[config.mk]
export PLATFORM = sky130hd
export DESIGN_NAME = gpio_dual_port
export DESIGN_NICKNAME = d
export VERILOG_FILES = /design/src/rtl/gpio_pkg.sv /design/src/rtl/gpio_addr_decode.sv /design/src/rtl/gpio_port_bank.sv /design/src/rtl/gpio_dual_port.sv
export SDC_FILE = /design/constraint.sdc
export NUM_CORES = 1
export LEC_CHECK = 0
export CAP_MARGIN = 25
export CORE_UTILIZATION = 45
export CTS_BUF_LIST = sky130_fd_sc_hd__clkbuf_2
export CTS_CLUSTER_SIZE = 40
export DETAILED_ROUTE_END_ITERATION = 12
export PLACE_DENSITY = 0.76
export SLEW_MARGIN = 40
export SYNTH_ARGS = -nofsm -noshare
export SYNTH_HDL_FRONTEND = slang
export SYNTH_SLANG_ARGS = --single-unit
[constraint.sdc]
create_clock -name clk -period 1.88 [get_ports clk]
set_input_delay 0.282 -clock clk [delete_from_list [all_inputs] [get_ports clk]]
set_output_delay 0.282 -clock clk [all_outputs]
set_load 0.01 [all_outputs]
[src/rtl/gpio_pkg.sv]
package gpio_pkg;
  // Direction registers sit this far above the data registers.
  localparam int DIR_OFS = 4;
  localparam int MAX_PORTS = DIR_OFS;
endpackage

[src/rtl/gpio_addr_decode.sv]
module gpio_addr_decode #(
  parameter int ADDR_W = 8,
  parameter int NP     = 2
) (
  input  logic [ADDR_W-1:0] addr,
  output logic [NP-1:0]     data_hit,
  output logic [NP-1:0]     dir_hit
);
  import gpio_pkg::*;

  for (genvar i = 0; i < NP; i++) begin : g_hit
    assign data_hit[i] = (addr == ADDR_W'(i));
    assign dir_hit[i]  = (addr == ADDR_W'(DIR_OFS + i));
  end
endmodule

[src/rtl/gpio_port_bank.sv]
module gpio_port_bank #(
  parameter int W = 8
) (
  input  logic         clk,
  input  logic         rst,
  input  logic         data_we,
  input  logic         dir_we,
  input  logic [W-1:0] wdata,
  input  logic [W-1:0] pin_raw,
  output logic [W-1:0] latch_q,
  output logic [W-1:0] dir_q,
  output logic [W-1:0] view
);
  logic [W-1:0] sync1_q;
  logic [W-1:0] sync2_q;

  // Output latch: deliberately outside the reset domain.
  always_ff @(posedge clk) begin
    if (data_we) latch_q <= wdata;
  end

  always_ff @(posedge clk) begin
    if (rst) begin
      dir_q   <= '0;
      sync1_q <= '0;
      sync2_q <= '0;
    end else begin
      if (dir_we) dir_q <= wdata;
      sync1_q <= pin_raw;
      sync2_q <= sync1_q;
    end
  end

  assign view = (dir_q & latch_q) | (~dir_q & sync2_q);
endmodule

[src/rtl/gpio_dual_port.sv]
module gpio_dual_port #(
  parameter int ADDR_W    = 8,
  parameter int W         = 8,
  parameter int NUM_PORTS = 2
) (
  input  logic                   clk,
  input  logic                   rst,
  input  logic [ADDR_W-1:0]      addr,
  input  logic                   wr_en,
  input  logic                   rd_en,
  input  logic [W-1:0]           wr_data,
  output logic [W-1:0]           rd_data,
  input  logic [NUM_PORTS*W-1:0] pin_in,
  output logic [NUM_PORTS*W-1:0] pin_out,
  output logic [NUM_PORTS*W-1:0] pin_oe
);
  import gpio_pkg::*;

  localparam int NP = NUM_PORTS;

  logic [ADDR_W-1:0] rd_addr_q;
  logic [NP-1:0]     wr_data_hit, wr_dir_hit;
  logic [NP-1:0]     rd_data_hit, rd_dir_hit;
  logic [W-1:0]      latch_v [NP];
  logic [W-1:0]      dir_v   [NP];
  logic [W-1:0]      view_v  [NP];

  always_ff @(posedge clk) begin
    if (rst)        rd_addr_q <= '0;
    else if (rd_en) rd_addr_q <= addr;
  end

  gpio_addr_decode #(.ADDR_W(ADDR_W), .NP(NP)) u_wr_dec (
    .addr(addr), .data_hit(wr_data_hit), .dir_hit(wr_dir_hit)
  );

  gpio_addr_decode #(.ADDR_W(ADDR_W), .NP(NP)) u_rd_dec (
    .addr(rd_addr_q), .data_hit(rd_data_hit), .dir_hit(rd_dir_hit)
  );

  for (genvar i = 0; i < NP; i++) begin : g_port
    gpio_port_bank #(.W(W)) u_bank (
      .clk     (clk),
      .rst     (rst),
      .data_we (wr_en & wr_data_hit[i]),
      .dir_we  (wr_en & wr_dir_hit[i]),
      .wdata   (wr_data),
      .pin_raw (pin_in[i*W +: W]),
      .latch_q (latch_v[i]),
      .dir_q   (dir_v[i]),
      .view    (view_v[i])
    );
    assign pin_out[i*W +: W] = latch_v[i];
    assign pin_oe[i*W +: W]  = dir_v[i];
  end

  always_comb begin
    rd_data = '0;
    for (int i = 0; i < NP; i++) begin
      if (rd_data_hit[i]) rd_data = rd_data | view_v[i];
      if (rd_dir_hit[i])  rd_data = rd_data | dir_v[i];
    end
  end
endmodule

==> results of run 1 <==
[power groups by stage]
stage	registers, uW	clock network [uW]	logic, uW
CTS	1640	836	284
global route	1650	919	316
finish	1640	816	293
detailed placement	1670	0	264
floorplan	1660	0	122
global placement	1670	0	259
[registers in the layout, summed over array words and instances, names as in the netlist]
| signal | count |
|---|---|
| g_port.u_bank.sync2_q | 16 |
| g_port.u_bank.latch_q | 16 |
| g_port.u_bank.sync1_q | 16 |
| rd_addr_q | 8 |
| g_port.u_bank.dir_q | 16 |
[area by class of cell]
| class | instances | area share |
|---|---|---|
| clock buffers | 12 | 0.0148 |
| clock inverters | 4 | 0.0111 |
| multi-input cells | 161 | 0.327 |
| flip-flops and latches | 72 | 0.400 |
| well taps | 75 | 0.0232 |
| repair buffers | 97 | 0.224 |
[routing by layer]
| metal | global-route usage | share of wire |
|---|---|---|
| met1 | 0.260 | 0.44 |
| met2 | 0.348 | 0.49 |
| met3 | 0.0511 | 0.048 |
| met4 | 0.109 | 0.018 |
| met5 | 0 | 0 |
[worst paths after layout]
path,depth (start not counted),endpoint,from,slack [ps]
worst max-delay path,5,rd_data[4],rd_addr_q[0],-190
worst min-delay path,3,g_port[0].u_bank.sync1_q[7],rst,250
worst max register to register,3,rd_addr_q[2],rd_addr_q[2],1050
worst min register to register,1,g_port[0].u_bank.sync2_q[0],g_port[0].u_bank.sync1_q[0],450
[through the flow]
| step | util | setup slack (ps) |
|---|---|---|
| after global placement | 0.629 | -81.1 |
| after global routing | 0.676 | -332 |
| after CTS | 0.666 | -227 |
| final | 0.676 | -187 |
| after floorplan | - | 71.7 |
| after detailed placement | 0.629 | -130 |
[cell families after synthesis]
| logic type | after synthesis | synth area share |
|---|---|---|
| and+or+nand+nor | 104 | 0.243 |
| AOI/OAI and AO/OA | 26 | 0.0568 |
| muxes | 31 | 0.112 |
| buffers and inverters | 15 | 0.0242 |
| DFF | 72 | 0.563 |
[layout by cell type (no fill, tap or decap), types with 2 or more instances in the layout]
master	netlist	final
a21oi_2	0	2
nor4b_2	0	5
clkdlybuf4s50_1	0	66
nor3b_2	0	2
a21oi_1	8	6
buf_4	0	16
clkbuf_2	0	12
buf_6	1	4
a221oi_2	0	6
clkinv_2	0	3
o21ai_0	9	9
mux2_4	0	7
dfxtp_2	0	10
nand2b_1	24	24
edfxtp_1	16	16
dfxtp_1	56	44
nor2_1	9	9
buf_2	4	9
nor2b_1	39	39
nand2_1	2	2
mux2i_1	24	24
dfxtp_4	0	2
nor3b_1	9	7
nor4b_4	1	2
and2_1	7	7
[worst min-delay path: cells and delay by family]
| family | cells | cell delay (ps) |
|---|---|---|
| buffers and inverters | 2 | 340 |
| AND/OR/NAND/NOR | 1 | 70 |
[synthesized netlist by cell type, drive strengths merged]
cell	number	share of area
and2	7	0.015
buf	5	0.011
mux2i	24	0.085
nor3	2	0.0053
nor4b	8	0.030
nand4	1	0.0075
or3b	1	0.0031
nor4	1	0.0022
nor3b	9	0.024
edfxtp	16	0.17
nand2	2	0.0026
dfxtp	56	0.39
nor2b	39	0.086
o21a	1	0.0026
a21o	1	0.0026
nand4b	1	0.0031
mux2	7	0.028
o21ai	9	0.016
a21oi	8	0.014
clkbuf	10	0.013
a221oi	7	0.022
nand2b	24	0.053
nor2	9	0.012
[what timing repair did]
item | CTS | global route
buffers inserted | 3 | 1
pin swaps | 12 | 8
setup endpoints to repair | 8 | 14
resized for setup | 62 | 16
==> impl_metrics.json, run 1 <==
{
  "grt_pass1_vias": 2144,
  "setup_viol": 8,
  "netSwitchingFraction": 0.233,
  "p_int_uw": 2110,
  "cp_data_arrival_time_ps": 1790,
  "stdcell_count": 421,
  "whs_ps": 246,
  "cp_slowest_stage_delay_ps": 400,
  "p_per_area_nw_per_um2": 678,
  "track_usage": 0.213,
  "fp-row-count": 28,
  "gp_congestion": 0.761,
  "io_buffers": 75,
  "crit_chain": "buf_8 > mux2_4 > a221oi_4 > a21oi_2 > buf_2",
  "cp_top_family": "flip-flops",
  "p_leak_uw": 0.00164,
  "status": "finished with violations",
  "drt-total-wl_mm": 6.46,
  "fillCellCount": 485,
  "stdcell_area_um2": 4050,
  "fp.dieArea_um2": 6640,
  "htreeDepth": 3,
  "syn_area_um2": 2840,
  "skew_ps": 12.2,
  "endpoint_kind": "primary output",
  "antenna_cells": 0,
  "slew_headroom": 0.690,
  "rsz0062_at_grt": "yes",
  "detail-route-antenna-nets": 0,
  "drive_gt1_frac": 0.251,
  "place_inst": 401,
  "grt_pass1_wl_mm": 10.2,
  "violations": "setup timing",
  "start_util": 0.475,
  "insertion_delay_ps": 470,
  "multi_input_area_um2": 1320,
  "area_delta_synth_final_pct": 42.5,
  "grt-ovfl-total": 0,
  "finalNetCount": 377,
  "power.switching_uw": 639,
  "fin_setup_tns_ps": -1200,
  "ys_seq_area_frac": 0.563,
  "cp.required_ps": 1600,
  "dp_hpwl_mm": 4.22,
  "final-seq-area_um2": 1620,
  "fp.dieW_um": 81.5,
  "cp_slowest_cell": "dfxtp_4",
  "fin_crit_ps": 2070,
  "viasPerCell": 5.04,
  "p_total_uw": 2750,
  "drt_first_pass_iters": 4,
  "antenna_found_initial": 0,
  "drt_iter0_drc": 64,
  "worstPathMaxFanout": 8,
  "cts_tree": "yes",
  "fmax_mhz": 484,
  "tightest_slew_ps": 464,
  "synth_nets": 284,
  "vdd_drop_max_mv": 0.420,
  "seq_power_share": 0.597,
  "postCtsHoldBufs": 0,
  "clockBufferDepth": 2,
  "synth_warnings": 0,
  "maxSlewViolCount": 0,
  "via_count": 2122,
  "clk_pin_slew_worst_paths_ps": 180,
  "die_h_um": 81.5,
  "syn_avg_cell_area_um2": 11.5,
  "p_comb_frac": 0.107,
  "cts.sinks": 72,
  "synth_cells": 248,
  "io_pins": 76,
  "cts_buffers": 9,
  "ys_seq_elements": 72,
  "critPathKind": "flip-flop to primary output",
  "coreArea_um2": 5990,
  "startpoint_type": "flip-flop",
  "p_clk_frac": 0.297,
  "routedWlPerCell_um": 15.3,
  "drc": 0,
  "setup_ws_ps": -187,
  "grt_max_degree": 65,
  "fin_crit_sh": 1.10,
  "cts_root_buffer": "clkbuf_2",
  "cp.buffers_inverters": 2,
  "hold_class": "input pin to flip-flop",
  "hold_viol": 0,
  "synth.distinct_cells": 26,
  "cap_violations": 0,
  "postPlaceCellArea_um2": 3770
}
Note: power is estimated with default switching activity, not from simulation.
==> inputs of run 2 (changes only) <==
- TNS_END_PERCENT: not set -> 1
==> impl_metrics.json, run 2 (synthesis gave the netlist of run 1 again) <==
{
  "status": "finished with violations",
  "violations": "setup timing",
  "grt_max_degree": 65,
  "layout_common_cells": "clkdlybuf4s50_1 (66), dfxtp_1 (49), nor2b_1 (39)",
  "cts_buffers": 9,
  "die_h_um": 81.5,
  "fin_crit_ps": 2070,
  "rr_worst_depth": 3,
  "place_inst": 401,
  "clockBufferDepth": 2,
  "fp.dieW_um": 81.5,
  "fp.dieArea_um2": 6640,
  "track_usage": 0.212,
  "maxSlewViolCount": 0,
  "cap_violations": 0,
  "drt_iter0_drc": 51,
  "fmax_mhz": 484,
  "rsz0062_at_grt": "yes",
  "cp.required_ps": 1600,
  "htreeDepth": 3,
  "hold_depth": 3,
  "antenna_cells": 0,
  "vdd_drop_max_mv": 0.374,
  "hold_viol": 0,
  "antenna_found_initial": 0,
  "clk_pin_slew_worst_paths_ps": 190,
  "drt-total-wl_mm": 6.38,
  "grt_pass1_vias": 2148,
  "setup_ws_ps": -186,
  "io_buffers": 75,
  "stdcell_count": 420,
  "grt-ovfl-total": 0,
  "insertion_delay_ps": 460,
  "endpoint_kind": "primary output",
  "reg2reg_slack_ps": 1050,
  "final_common_cell": "clkdlybuf4s50_1",
  "critPathKind": "flip-flop to primary output",
  "viasPerCell": 5.07,
  "drc": 0,
  "start_util": 0.475,
  "hold_class": "input pin to flip-flop",
  "drive_gt1_frac": 0.223,
  "io_pins": 76,
  "cts_root_buffer": "clkbuf_2",
  "detail-route-antenna-nets": 0,
  "skew_ps": 8.95,
  "tightest_slew_ps": 480,
  "fp-row-count": 28,
  "p_per_area_nw_per_um2": 687,
  "cts.sinks": 72,
  "dp_hpwl_mm": 4.22,
  "fin_setup_tns_ps": -1380,
  "startpoint_type": "flip-flop",
  "area_delta_synth_final_pct": 40.3,
  "cts_tree": "yes",
  "slew_headroom": 0.679,
  "fin_crit_sh": 1.10,
  "postCtsHoldBufs": 0,
  "whs_ps": 235,
  "routedWlPerCell_um": 15.2,
  "via_count": 2128,
  "coreArea_um2": 5990,
  "gp_congestion": 0.761,
  "worstPathMaxFanout": 8,
  "setup_viol": 8,
  "finalNetCount": 376,
  "cp_data_arrival_time_ps": 1780,
  "p_leak_uw": 0.00162,
  "grt_pass1_wl_mm": 10.2,
  "drt_first_pass_iters": 4
}
==> run 2: power breakdown <==
part	internal [uW]	switching (uW)
clock network	319	497
registers	1620	17.2
logic	163	122
==> run 2: what timing repair did <==
item | in CTS | in global routing
resized for setup | 55 | 9
pin swaps | 7 | 4
setup endpoints to repair | 8 | 11
setup buffers | 2 | 1
==> run 2: cell type report <==
class / instances / area [um^2]
fillers: 490 / 2000
flip-flops and latches: 72 / 1620
multi-input cells: 161 / 1280
repair buffers: 96 / 895
well taps: 75 / 93.8
clock buffers: 12 / 60.1
clock inverters: 4 / 45.0
==> run 2: critical path, stage by stage (launching register included) <==
cell and delay [ps]:
dfxtp_4 410, buf_6 140, mux2_4 310, a221oi_2 240, a21oi_1 90, buf_2 140
==> run 2: per-stage QoR <==
step / worst slack (ps) / instance area [um^2] / utilization / total power, uW
2_1_floorplan: 71.7 / 2840 / - / 1790
3_3_place_gp: -81.1 / 3770 / 0.629 / 1930
3_5_place_dp: -130 / 3770 / 0.629 / 1930
4_1_cts: -227 / 3950 / 0.659 / 2750
5_1_grt: -344 / 3990 / 0.666 / 2870
6_report: -186 / 3990 / 0.666 / 2740
==> run 2: path summary, 6_finish.rpt <==
path / startpoint / end
max reg2reg: rd_addr_q[2] / rd_addr_q[2]
min reg2reg: g_port[0].u_bank.sync1_q[0] / g_port[0].u_bank.sync2_q[0]
min: rst / g_port[1].u_bank.sync2_q[0]
max: rd_addr_q[0] / rd_data[6]
==> run 2: metal layers <==
layer / GRT usage / up-vias / routed length [um]
met2: 0.347 / 56 / 3130
met1: 0.262 / 1016 / 2840
met5: 0 / - / 0
li1: - / 1047 / -
met4: 0.105 / 0 / 93
met3: 0.0478 / 9 / 314
==> inputs of run 3 (changes only) <==
- HOLD_SLACK_MARGIN: not set -> 0.06
==> results of run 3 <==
No change in the layout: final DEF, timing and power equal those of run 2.
